### config.mk
export PLATFORM = sky130hd
export DESIGN_NAME = wdog_unlock_seq
export DESIGN_NICKNAME = d
export VERILOG_FILES = /design/src/rtl/wdog_unlock_pkg.sv /design/src/rtl/wdog_key_fsm.sv /design/src/rtl/wdog_upd_window.sv /design/src/rtl/wdog_viol_ctrl.sv /design/src/rtl/wdog_cnt_view.sv /design/src/rtl/wdog_unlock_seq.sv
export SDC_FILE = /design/constraint.sdc
export NUM_CORES = 1
export LEC_CHECK = 0
export BUFFER_PORTS_ARGS = -buffer_cell sky130_fd_sc_hd__buf_2
export CAP_MARGIN = 20
export CORE_MARGIN = 5
export CORE_UTILIZATION = 40
export CTS_BUF_LIST = sky130_fd_sc_hd__clkbuf_8
export DETAILED_ROUTE_END_ITERATION = 10
export PLACE_DENSITY = 0.79
export SLEW_MARGIN = 20
export SYNTH_ARGS = -nofsm -noshare
export SYNTH_HDL_FRONTEND = slang
export SYNTH_SLANG_ARGS = --single-unit
### constraint.sdc
create_clock -name clk_i -period 2 [get_ports clk_i]
set_input_delay 0.3 -clock clk_i [delete_from_list [all_inputs] [get_ports clk_i]]
set_output_delay 0.3 -clock clk_i [all_outputs]
set_load 0.03 [all_outputs]
### src/rtl/wdog_unlock_pkg.sv
package wdog_unlock_pkg;
  localparam logic [15:0] KEY_FIRST  = 16'hC520;
  localparam logic [15:0] KEY_SECOND = 16'hD928;

  typedef enum logic {KS_IDLE, KS_ARMED} key_state_e;
endpackage

### src/rtl/wdog_key_fsm.sv
module wdog_key_fsm
  import wdog_unlock_pkg::*;
#(
  parameter int LIMIT = 20
) (
  input  logic        clk_i,
  input  logic        rst_ni,
  input  logic        wr_i,
  input  logic [15:0] data_i,
  input  logic        allow_i,
  output logic        ok_o,
  output logic        bad_o
);
  localparam int CW = $clog2(LIMIT + 1);

  key_state_e st_q, st_d;
  logic [CW-1:0] cnt_q;

  always_comb begin
    ok_o  = 1'b0;
    bad_o = 1'b0;
    st_d  = st_q;
    if (!allow_i) begin
      st_d = KS_IDLE;
    end else begin
      unique case (st_q)
        KS_IDLE: if (wr_i) begin
          if (data_i == KEY_FIRST) st_d = KS_ARMED;
          else                     bad_o = 1'b1;
        end
        KS_ARMED: begin
          if (wr_i) begin
            if (data_i == KEY_SECOND) ok_o = 1'b1;
            else                      bad_o = 1'b1;
            st_d = KS_IDLE;
          end else if (cnt_q == CW'(LIMIT - 1)) begin
            bad_o = 1'b1;
            st_d  = KS_IDLE;
          end
        end
        default: st_d = KS_IDLE;
      endcase
    end
  end

  always_ff @(posedge clk_i or negedge rst_ni) begin
    if (!rst_ni) begin
      st_q  <= KS_IDLE;
      cnt_q <= '0;
    end else begin
      st_q  <= st_d;
      cnt_q <= (st_q == KS_ARMED && st_d == KS_ARMED) ? cnt_q + 1'b1 : '0;
    end
  end

  assert_key_window_bounded_R3: assert property (@(posedge clk_i) disable iff (!rst_ni)
    st_q == KS_ARMED |-> cnt_q < CW'(LIMIT));
endmodule

### src/rtl/wdog_upd_window.sv
module wdog_upd_window #(
  parameter int WCT_W = 16
) (
  input  logic             clk_i,
  input  logic             rst_ni,
  input  logic             load_i,
  input  logic [WCT_W-1:0] len_i,
  output logic             open_o
);
  logic [WCT_W-1:0] cnt_q;

  always_ff @(posedge clk_i or negedge rst_ni) begin
    if (!rst_ni)           cnt_q <= '0;
    else if (load_i)       cnt_q <= len_i;
    else if (cnt_q != '0)  cnt_q <= cnt_q - 1'b1;
  end

  assign open_o = (cnt_q != '0);

  assert_window_shrinks_R2: assert property (@(posedge clk_i) disable iff (!rst_ni)
    !load_i && open_o |=> cnt_q == $past(cnt_q) - 1'b1);
endmodule

### src/rtl/wdog_viol_ctrl.sv
module wdog_viol_ctrl #(
  parameter int IRQ_DLY = 128
) (
  input  logic clk_i,
  input  logic rst_ni,
  input  logic bad_i,
  input  logic irq_en_i,
  output logic irq_o,
  output logic rst_o
);
  localparam int DW = $clog2(IRQ_DLY + 1);

  logic          pend_q;
  logic [DW-1:0] dly_q;

  always_ff @(posedge clk_i or negedge rst_ni) begin
    if (!rst_ni) begin
      pend_q <= 1'b0;
      irq_o  <= 1'b0;
      rst_o  <= 1'b0;
      dly_q  <= '0;
    end else if (!pend_q) begin
      if (bad_i) begin
        pend_q <= 1'b1;
        dly_q  <= '0;
        if (irq_en_i) irq_o <= 1'b1;
        else          rst_o <= 1'b1;
      end
    end else if (!rst_o) begin
      dly_q <= dly_q + 1'b1;
      if (dly_q == DW'(IRQ_DLY - 1)) rst_o <= 1'b1;
    end
  end

  assert_rst_sticky_R5: assert property (@(posedge clk_i) disable iff (!rst_ni)
    rst_o |=> rst_o);
  assert_irq_before_rst_R6: assert property (@(posedge clk_i) disable iff (!rst_ni)
    $rose(irq_o) |-> !rst_o);
endmodule

### src/rtl/wdog_cnt_view.sv
module wdog_cnt_view #(
  parameter int CNT_W      = 32,
  parameter int RESUME_DLY = 4
) (
  input  logic               clk_i,
  input  logic               rst_ni,
  input  logic [CNT_W-1:0]   cnt_i,
  input  logic               stop_i,
  output logic [CNT_W/2-1:0] hi_o,
  output logic [CNT_W/2-1:0] lo_o
);
  localparam int HW = CNT_W / 2;
  localparam int RW = $clog2(RESUME_DLY + 1);

  logic [CNT_W-1:0] snap_q;
  logic [RW-1:0]    rs_q;

  always_ff @(posedge clk_i or negedge rst_ni) begin
    if (!rst_ni) begin
      snap_q <= '0;
      rs_q   <= '0;
    end else begin
      if (stop_i)            rs_q <= RW'(RESUME_DLY);
      else if (rs_q != '0)   rs_q <= rs_q - 1'b1;
      if (!stop_i && rs_q == '0) snap_q <= cnt_i;
    end
  end

  assign hi_o = snap_q[CNT_W-1:HW];
  assign lo_o = snap_q[HW-1:0];

  assert_hold_in_stop_R10: assert property (@(posedge clk_i) disable iff (!rst_ni)
    $past(stop_i) |-> $stable({hi_o, lo_o}));
endmodule

### src/rtl/wdog_unlock_seq.sv
module wdog_unlock_seq
  import wdog_unlock_pkg::*;
#(
  parameter int LIMIT      = 20,
  parameter int IRQ_DLY    = 128,
  parameter int WCT_W      = 16,
  parameter int CNT_W      = 32,
  parameter int RESUME_DLY = 4
) (
  input  logic               clk_i,
  input  logic               rst_ni,
  input  logic               unlock_wr_i,
  input  logic [15:0]        unlock_data_i,
  input  logic               allow_upd_i,
  input  logic               irq_rst_en_i,
  input  logic [WCT_W-1:0]   wct_i,
  input  logic [CNT_W-1:0]   cnt_i,
  input  logic               stop_i,
  output logic               upd_open_o,
  output logic               viol_irq_o,
  output logic               rst_req_o,
  output logic [CNT_W/2-1:0] tmr_hi_o,
  output logic [CNT_W/2-1:0] tmr_lo_o
);
  logic key_ok, key_bad;

  wdog_key_fsm #(.LIMIT(LIMIT)) i_key (
    .clk_i, .rst_ni,
    .wr_i   (unlock_wr_i),
    .data_i (unlock_data_i),
    .allow_i(allow_upd_i),
    .ok_o   (key_ok),
    .bad_o  (key_bad)
  );

  wdog_upd_window #(.WCT_W(WCT_W)) i_win (
    .clk_i, .rst_ni,
    .load_i(key_ok),
    .len_i (wct_i),
    .open_o(upd_open_o)
  );

  wdog_viol_ctrl #(.IRQ_DLY(IRQ_DLY)) i_viol (
    .clk_i, .rst_ni,
    .bad_i   (key_bad),
    .irq_en_i(irq_rst_en_i),
    .irq_o   (viol_irq_o),
    .rst_o   (rst_req_o)
  );

  wdog_cnt_view #(.CNT_W(CNT_W), .RESUME_DLY(RESUME_DLY)) i_view (
    .clk_i, .rst_ni,
    .cnt_i, .stop_i,
    .hi_o(tmr_hi_o),
    .lo_o(tmr_lo_o)
  );

  assert_open_needs_key_R2: assert property (@(posedge clk_i) disable iff (!rst_ni)
    $rose(upd_open_o) |-> $past(unlock_wr_i && allow_upd_i && unlock_data_i == KEY_SECOND));
  assert_ignored_when_locked_R7: assert property (@(posedge clk_i) disable iff (!rst_ni)
    !allow_upd_i && !viol_irq_o && !rst_req_o |=> !$rose(viol_irq_o) && !$rose(rst_req_o));
endmodule

After elaboration in Yosys (flattened, before gate mapping)
Index checks and enable logic that the tools add are counted.
{"block": "totals", "reg_bits": 68, "output_inout_bits": 35, "elab_cells": 65, "input_bits": 70}
{"block": "op_classes", "n_reduce_logical": 12, "mux": 32, "bitwise": 2, "eq_ne": 6, "addsub": 4}
{"operator": "$eq 16x16->1 const B", "n": 2}
{"operator": "$mux 16", "n": 2}
{"operator": "$mux 8", "n": 3}
{"operator": "$mux 1", "n": 22}
{"operator": "$reduce_bool 16->1", "n": 1}
{"operator": "$sub 16x1->16 const B", "n": 1}
{"operator": "$add 8x1->8 const B", "n": 1}
{"operator": "$eq 8x7->1 const B", "n": 1}
{"operator": "$mux 3", "n": 2}
{"operator": "$reduce_bool 2->1", "n": 3}
{"operator": "$add 5x1->5 const B", "n": 1}
{"operator": "$eq 5x5->1 const B", "n": 1}
{"operator": "$mux 5", "n": 1}
{"operator": "$pmux 1 s2", "n": 2}
{"operator": "$reduce_and 2->1", "n": 2}
{"operator": "$logic_not 3->1", "n": 1}
{"operator": "$reduce_and 3->1", "n": 1}
{"operator": "$reduce_bool 3->1", "n": 1}
{"operator": "$sub 3x1->3 const B", "n": 1}
{"operator": "$logic_and 1x1->1", "n": 2}
{"operator": "$ne 2x1->1 const B", "n": 1}
{"operator": "$ne 2x2->1 const B", "n": 1}
{"operator": "$not 1->1", "n": 2}
{"operator": "$logic_not 1->1", "n": 1}

Depth between registers and ports, before layout
Gate-level depths: netlist (run 1).
{"block": "logic_depth", "ltp_word": 7, "mapped_depth": 9}

Cells and area by module
Synthesis (run 1) repeated with hierarchy kept, for this count alone.
{"block": "unflattened", "hier_cells": 275, "area_unflattened_um2": 3439.5}
{"module": "wdog_cnt_view", "cells_each": 83, "area_per_inst_um2": 1515.2, "instances": 1}
{"module": "wdog_upd_window", "cells_each": 105, "area_per_inst_um2": 1007.2, "instances": 1}
{"module": "wdog_viol_ctrl", "cells_each": 52, "area_per_inst_um2": 566.8, "instances": 1}
{"module": "wdog_key_fsm", "cells_each": 35, "area_per_inst_um2": 350.3, "instances": 1}

Worst setup path before layout (run 1)
OpenSTA, ideal clock, no wires.
{"block": "synth_path", "path_kind": "flip-flop to flip-flop", "from": "reg i_win.cnt_q[0]", "to": "reg i_win.cnt_q[14]", "required_ns": 1.875, "period_less_slack_ns": 1.981, "t_arrival_ns": 1.856, "setup_slack_ns": 0.019, "stages_incl_launch_ff": 8, "path_buffers": 0, "path_cell_list": "dfrtp_1 inv_1 ha_1 nor3b_2 nand4b_1 nor3_1 mux2_2 mux2_2"}
{"block": "synth_via", "elab_chain_len": 3, "elab_cells_between_ends": 5, "cone_classes": "add/sub (1); mux (2); reduce/logical (2)"}
{"item": "start, declared", "line_no": "wdog_upd_window.sv:10", "text": "logic [WCT_W-1:0] cnt_q;"}
{"item": "start signal, assigned", "line_no": "wdog_upd_window.sv:14", "text": "else if (load_i) cnt_q <= len_i;"}
{"item": "start signal, assigned", "line_no": "wdog_upd_window.sv:15", "text": "else if (cnt_q != '0) cnt_q <= cnt_q - 1'b1;"}
{"item": "$sub 16x1->16", "line_no": "wdog_upd_window.sv:15"}
{"item": "$mux 16", "line_no": "wdog_upd_window.sv:15"}
{"item": "$mux 16", "line_no": "wdog_upd_window.sv:14"}
Several ways; a longest one is shown, not always the timed one. The select of a mux whose other input is x is not followed.
A chain may end at the register's enable or synchronous reset.

Worst setup path in the final report (run 1)
{"block": "layout_path", "from": "reg i_win.cnt_q[12]", "to": "out upd_open_o"}
{"block": "layout_via", "elab_chain_len": 1}
{"item": "$reduce_bool 16->1", "line_no": "wdog_upd_window.sv:18", "text": "assign open_o = (cnt_q != '0);"}
{"item": "end, declared", "line_no": "wdog_unlock_seq.sv:19", "text": "output logic upd_open_o,"}
No other way between the ends.

==> impl_metrics.csv, run 1 <==
group,metric,value,unit
synth,ys_types,50,
detailed_routing,via_count,2466,
global_route,grt_most_used_layer,"met2",
synth,synthArstFlopShare,1.000,
floorplanning,initial_core_util,0.4105,
layout,drive_gt1_frac,0.4776,
detailed_routing,drt_first_pass_iters,4,
detailed_routing,viasPerCell,4.893,
critical_path,arrival,1.70,ns
critical_path,slowest_delay,0.39,ns
layout,fillers,658,
global_route,grt_overflow,0,
synth,synth_fp_nets,343,
floorplanning,ios,105,
critical_path,cp-end-kind,"output port",
placement,numPortBuffers,104,
synth,syn_avg_cell_area,11.84,sq um
clock_network,worst_skew_pair.late_latency,0.33,ns
global_route,grt_max_degree,69,
timing,tightestPinTransition,0.4185,ns
clock_network,cts.reportedPaths.clkPinSlew,0.08,ns
layout,fin_nets,472,
clock_network,numCtsBuffers,9,
global_route,grt_pass1_vias,2531,
clock_network,h-tree-depth,3,
synth,synth_edf_count,0,
critical_path,crit_chain,"or3_1, or2_4, nor2_4, inv_2, buf_6",
critical_path,critical_path_required,1.70,ns
critical_path,cp_slowest_cell,"dfrtp_1",
critical_path,critPathMaxFanout,3,
floorplanning,die_area,9810,sq um
global_route,grt_usage,0.1450,
run_status,failed_checks,"setup timing",
global_route,antenna_found_initial,0,
detailed_routing,detail-route-antenna-nets,0,
timing,finalMaxSlewViolations,0,
clock_network,root_buffer,"clkbuf_8",
floorplanning,core,7727,sq um
timing,fin_hold_ws,0.1608,ns
global_route,grt_use_met2,0.2330,
floorplanning,die_h,99.05,um
timing,setup_ws,-0.002913,ns
synth,ys_seq_area_frac,0.5365,
clock_network,cts_tree,"yes",
timing,rsz0062_at_grt,"true",
clock_network,cts_sinks,68,
worst_hold_path,hold_class,"in -> reg",
critical_path,cp-start-kind,"register",
synth,synth_cells,268,
timing,finalCriticalPeriod,2.003,ns
layout,num_antenna_cells,0,
power,p_leak,2.081,nW
flow_run,max-cap-violations,0,
layout,area_delta_synth_final,33.33,%
timing,clock_skew,0.009458,ns
detailed_routing,drt_iter0_drc,32,
global_route,grt_pass1_wl,11.57,mm
synth,ys.flop_type,"dfrtp_1",
placement,dp.final_hpwl,4.851,mm
timing,slew_headroom,0.7187,
power,powerDensity,1254,nW/um^2
synth,ys_ff_latch,68,
global_route,use_met1,0.1832,
power,ir_worst_vdd,334.1,uV
timing,setup_viol,1,
timing,hold_viol,0,
global_route,globalRouteMet3Util,0.03963,
detailed_routing,drc,0,
run_status,status,"finished with violations",
detailed_routing,wl_per_cell,13.29,um
layout,stdcell_area,4229,sq um
timing,fmax,499.3,MHz
placement,place_ws,-0.008529,ns
timing,fin_tns_setup,-0.002913,ns
clock_network,cts_buffer_depth,2,
placement,gp_congestion,0.8013,
synth,synth_area,3172,sq um
placement,placed_area,3900,sq um
synth,ys.warnings.count,0,
timing,period_share,1.001,
critical_path,worstSetupPathType,"reg -> out",
floorplanning,die-width,99.05,um
detailed_routing,wirelength,6.698,mm
floorplanning,rows,32,
## kinds of logic (layout without fill, tap and decap cells)
family	count (synthesis)	count (layout)	share of synthesized area
multiplexers	36	36	0.1274
AND/OR/NAND/NOR	84	84	0.1495
buffers and inverters	16	150	0.02406
XOR/XNOR	22	22	0.06075
flip-flops	68	68	0.5365
AO/OA/AOI/OAI	37	37	0.08206
adder cells (fa/ha/maj)	5	5	0.01972
## registers in the layout, summed over array words and instances (netlist names)
signal / flops
i_view.snap_q: 32
i_viol.rst_o: 1
i_viol.pend_q: 1
i_viol.irq_o: 1
i_key.cnt_q: 5
i_view.rs_q: 3
i_win.cnt_q: 16
i_key.st_q: 1
i_viol.dly_q: 8
## report_power, final
part	internal (mW)	total, mW	switching (mW)	leakage (nW)
sequential	1.83	2.09	0.262	0.858
combinational	0.856	2.10	1.24	1.13
clock	0.581	1.11	0.531	0.0958
## critical path, delay by kind of cell, from the launching register on
| family | cells | cell delay (ns) |
|---|---|---|
| flops | 1 | 0.39 |
| simple gates | 3 | 0.78 |
| buf+inv | 2 | 0.19 |
## layout make-up
cell class | instances | area (sq um) | area share
clock buffers | 9 | 123.9 | 0.02929
clock inverters | 7 | 76.32 | 0.01805
multi-input cells | 184 | 1441 | 0.3408
repair buffers | 125 | 724.4 | 0.1713
inverters | 9 | 33.78 | 0.007988
well taps | 102 | 127.6 | 0.03018
flip-flops and latches | 68 | 1702 | 0.4024
## final timing paths
check / startpoint / to / slack (ns) / cells past startpoint
max: i_win.cnt_q[12] / upd_open_o / -0.003 / 5
min: wct_i[15] / i_win.cnt_q[15] / 0.16 / 3
max reg2reg: i_win.cnt_q[0] / i_win.cnt_q[14] / -0.003 / 8
min reg2reg: i_viol.irq_o / i_viol.irq_o / 0.47 / 1
max in group asynchronous: rst_ni / i_view.snap_q[17] / 1.19 / 3
min in group asynchronous: rst_ni / i_viol.pend_q / 0.48 / 3
## layer usage
layer,vias up,share of wire
met4,0,0.019
li1,1200,-
met1,1158,0.42
met3,13,0.088
met5,-,0
met2,95,0.48
## cells in the final DEF (no fill, tap or decap), types with 2 or more instances in the layout
cell type	netlist	layout
a211o_1	2	2
a211oi_1	3	3
a21oi_1	2	2
a31o_2	2	2
and2_1	2	2
and3_1	3	3
buf_12	0	3
buf_2	4	103
buf_4	1	17
clkbuf_8	0	9
clkinv_4	0	2
clkinvlp_4	0	2
dfrtp_1	68	68
ha_1	5	4
inv_1	8	6
inv_2	1	3
mux2_2	35	34
nand2_1	25	25
nand3_1	7	7
nand4_1	2	2
nor2_1	13	12
nor2b_1	6	6
nor3_1	9	8
nor4_2	1	2
o21ai_0	13	13
o22ai_1	6	6
o31ai_1	2	2
or3_1	2	2
xnor2_1	12	12
xor2_1	10	10
## Yosys cell counts, types with 3 or more instances
cell type,count,share of area
buf_2,4,0.0063
xor2_1,10,0.028
nand2_1,25,0.030
nor2b_1,6,0.012
o22ai_1,6,0.012
nor2_1,13,0.015
a211oi_1,3,0.0071
nand3_1,7,0.011
o21ai_0,13,0.021
and3_1,3,0.0059
dfrtp_1,68,0.54
inv_1,8,0.0095
nor3_1,9,0.014
xnor2_1,12,0.033
mux2_2,35,0.12
ha_1,5,0.020
## stage by stage
step / power (mW) / utilization / std cells
after global placement: 4.145 / 0.5047 / 478
final: 5.304 / 0.5473 / 504
after floorplan: 3.564 / - / 268
after detailed placement: 4.224 / 0.5047 / 478
after global routing: 5.652 / 0.5473 / 504
after CTS: 5.385 / 0.5455 / 503
## repair_timing
action	in CTS	in global routing
pin swaps	3	2
gates resized for setup	11	1
hold endpoints to repair	68	0
setup buffers	8	1
hold buffers	1	0
endpoints found under the setup margin	2	6
Note: power is estimated with default switching activity, not from simulation.
==> run 2: changes to the inputs <==
--- a/config.mk
+++ b/config.mk
@@ -11,7 +11,7 @@
 export CORE_UTILIZATION = 40
 export CTS_BUF_LIST = sky130_fd_sc_hd__clkbuf_8
 export DETAILED_ROUTE_END_ITERATION = 10
-export PLACE_DENSITY = 0.79
+export PLACE_DENSITY = 0.68
 export SLEW_MARGIN = 20
 export SYNTH_ARGS = -nofsm -noshare
 export SYNTH_HDL_FRONTEND = slang
==> constraint.sdc (replaced) <==
create_clock -name clk_i -period 2 [get_ports clk_i]
set_input_delay 0.3 -clock clk_i [delete_from_list [all_inputs] [get_ports clk_i]]
set_output_delay 0.3 -clock clk_i [all_outputs]
set_load 0.05 [all_outputs]
==> run 2 against run 1 <==
  * The run still ends with setup timing left
  * Die area stayed put
  * Clock skew decreased by 0.0037 ns
  * Register-to-register slack got worse by 0.06 ns
  * Worst setup slack got worse by 0.063 ns
==> impl_metrics.csv, run 2 (synthesized netlist as in run 1, its figures left out) <==
group,metric,value,unit
clock_network,numCtsBuffers,9,
placement,placed_area,3963,sq um
power,powerDensity,1358,nW/um^2
layout,fin_nets,482,
timing,rsz0062_at_grt,"true",
global_route,grt_pass1_wl,11.45,mm
clock_network,h-tree-depth,3,
detailed_routing,drt_first_pass_iters,4,
floorplanning,rows,32,
global_route,grt_pass1_vias,2545,
layout,final_common_cell,"buf_2",
critical_path,cp-end-kind,"register",
timing,setup_ws,-0.06584,ns
timing,tightestPinTransition,0.6205,ns
clock_network,root_buffer,"clkbuf_8",
critical_path,worstSetupPathType,"reg -> reg",
critical_path,crit_chain,"nor4_2, buf_4, nand4b_1, buf_4, nor3_4, mux2_4, mux2_2",
clock_network,cts_buffer_depth,2,
detailed_routing,wirelength,6.731,mm
floorplanning,core,7727,sq um
timing,finalCriticalPeriod,2.066,ns
floorplanning,die_area,9810,sq um
placement,numPortBuffers,104,
critical_path,path_common_cell,"buf_4",
global_route,antenna_found_initial,0,
critical_path,arrival,2.28,ns
timing,slew_headroom,0.5863,
floorplanning,initial_core_util,0.4105,
placement,dp.cells,488,
layout,stdcell_count,514,
layout,stdcell_area,4308,sq um
timing,setup_viol,2,
global_route,grt_usage,0.1423,
clock_network,cts.reportedPaths.clkPinSlew,0.07,ns
floorplanning,ios,105,
detailed_routing,wl_per_cell,13.10,um
layout,final_cell_mix,"buf_2 (103), dfrtp_1 (68), mux2_2 (34)",
run_status,status,"finished with violations",
run_status,failed_checks,"setup timing",
detailed_routing,drc,0,
global_route,grt_max_degree,33,
layout,drive_gt1_frac,0.4903,
detailed_routing,viasPerCell,4.782,
detailed_routing,detail-route-antenna-nets,0,
placement,gp_congestion,0.7413,
timing,hold_viol,0,
critical_path,cp_slowest_cell,"dfrtp_1",
layout,num_antenna_cells,0,
floorplanning,die_h,99.05,um
timing,period_share,1.033,
floorplanning,die-width,99.05,um
timing,fin_hold_ws,0.1663,ns
worst_hold_path,hold_class,"in -> reg",
clock_network,cts_sinks,68,
power,p_leak,2.142,nW
timing,finalMaxSlewViolations,0,
critical_path,ff2ff_path_depth,7,
detailed_routing,drt_iter0_drc,22,
critical_path,cp-start-kind,"register",
timing,fmax,484.1,MHz
power,ir_worst_vdd,473.9,uV
placement,dp.final_hpwl,5.025,mm
layout,utilization,0.5575,
flow_run,max-cap-violations,0,
critical_path,r2r-end,"i_win.cnt_q[14]",
critical_path,critPathMaxFanout,2,
layout,top_regs,"i_view.snap_q: 32 flops, i_win.cnt_q: 16 flops, i_viol.dly_q: 8 flops",
timing,fin_tns_setup,-0.1227,ns
global_route,grt_overflow,0,
clock_network,cts_tree,"yes",
worst_hold_path,min_path_cells,3,
layout,largest_reg_flops,32,
layout,top_register,"i_view.snap_q",
worst_hold_path,hp-start,"wct_i[13]",
critical_path,rrSetupSlack,-0.07,ns
layout,fillers,647,
critical_path,critical_path_required,2.22,ns
critical_path,slowest_delay,0.40,ns
layout,area_delta_synth_final,35.82,%
timing,clock_skew,0.005788,ns
worst_hold_path,min_to,"i_win.cnt_q[13]",
critical_path,rr_startpoint,"i_win.cnt_q[10]",
detailed_routing,via_count,2458,
clock_network,worst_skew_pair.late_latency,0.33,ns
==> run 2: cell types whose count changed in the layout (fill, tap and decap cells not counted), sizes merged <==
| cell | previous run | this run |
|---|---|---|
| buf | 124 | 134 |
| clkbuf | 9 | 11 |
| clkinv | 3 | 2 |
| clkinvlp | 2 | 1 |
==> run 2: worst max-delay path, delay by kind of cell, from the launching register on <==
family,cells,cell delay (ns)
flops,1,0.40
simple gates,3,0.60
mux,2,0.57
buf+inv,2,0.37
==> run 2: stage by stage <==
stage,power (mW),worst slack (ns)
3_3_place_gp,4.685,0.06074
4_1_cts,5.912,-0.06026
5_1_grt,6.208,-0.1400
3_5_place_dp,4.759,-0.004178
6_report,5.852,-0.06584
2_1_floorplan,4.089,0.01897
==> run 2: layout make-up <==
type                       count  area, sq um  area share
tap                          102        127.6     0.02963
multi-input combinational    184         1451      0.3369
sequential                    68         1702      0.3950
timing repair buffer         135        790.8      0.1836
inverter                       9        33.78    0.007842
clock buffer                  11        151.4     0.03514
clock inverter                 5        51.30     0.01191
==> run 2: worst max-delay path by stage <==
stage | end | slack [ns] | from | depth (start not counted)
2_1_floorplan | i_win.cnt_q[14] | 0.02 | i_win.cnt_q[0] | 7
3_3_place_gp | i_win.cnt_q[14] | 0.06 | i_win.cnt_q[8] | 6
3_5_place_dp | i_win.cnt_q[14] | -0.004 | i_win.cnt_q[8] | 6
4_1_cts | upd_open_o | -0.06 | i_win.cnt_q[7] | 6
5_1_grt | upd_open_o | -0.14 | i_win.cnt_q[10] | 6
6_report | i_win.cnt_q[14] | -0.07 | i_win.cnt_q[10] | 7
==> run 2: per-layer routing <==
| layer | part of all wire | vias to the layer above | wire length [um] | track usage |
|---|---|---|---|---|
| li1 | - | 1228 | - | - |
| met1 | 0.43 | 1151 | 2920 | 0.1795 |
| met2 | 0.48 | 72 | 3215 | 0.2299 |
| met3 | 0.072 | 7 | 486 | 0.03468 |
| met4 | 0.016 | 0 | 109 | 0.06618 |
| met5 | 0 | - | 0 | 0 |
==> run 2: power by group <==
group	leakage [nW]	total, mW	switching (mW)	internal (mW)
clock network	0.107	1.12	0.486	0.635
logic	1.18	2.64	1.78	0.865
registers	0.858	2.09	0.258	1.83
==> run 2: timing repair <==
item	in CTS	in global routing
buffers inserted	5	3
hold buffers	1	0
gates cloned	0	1
endpoints found under the setup margin	2	7
pin swaps	3	3
resized for setup	8	12
endpoints found under the hold margin	27	0
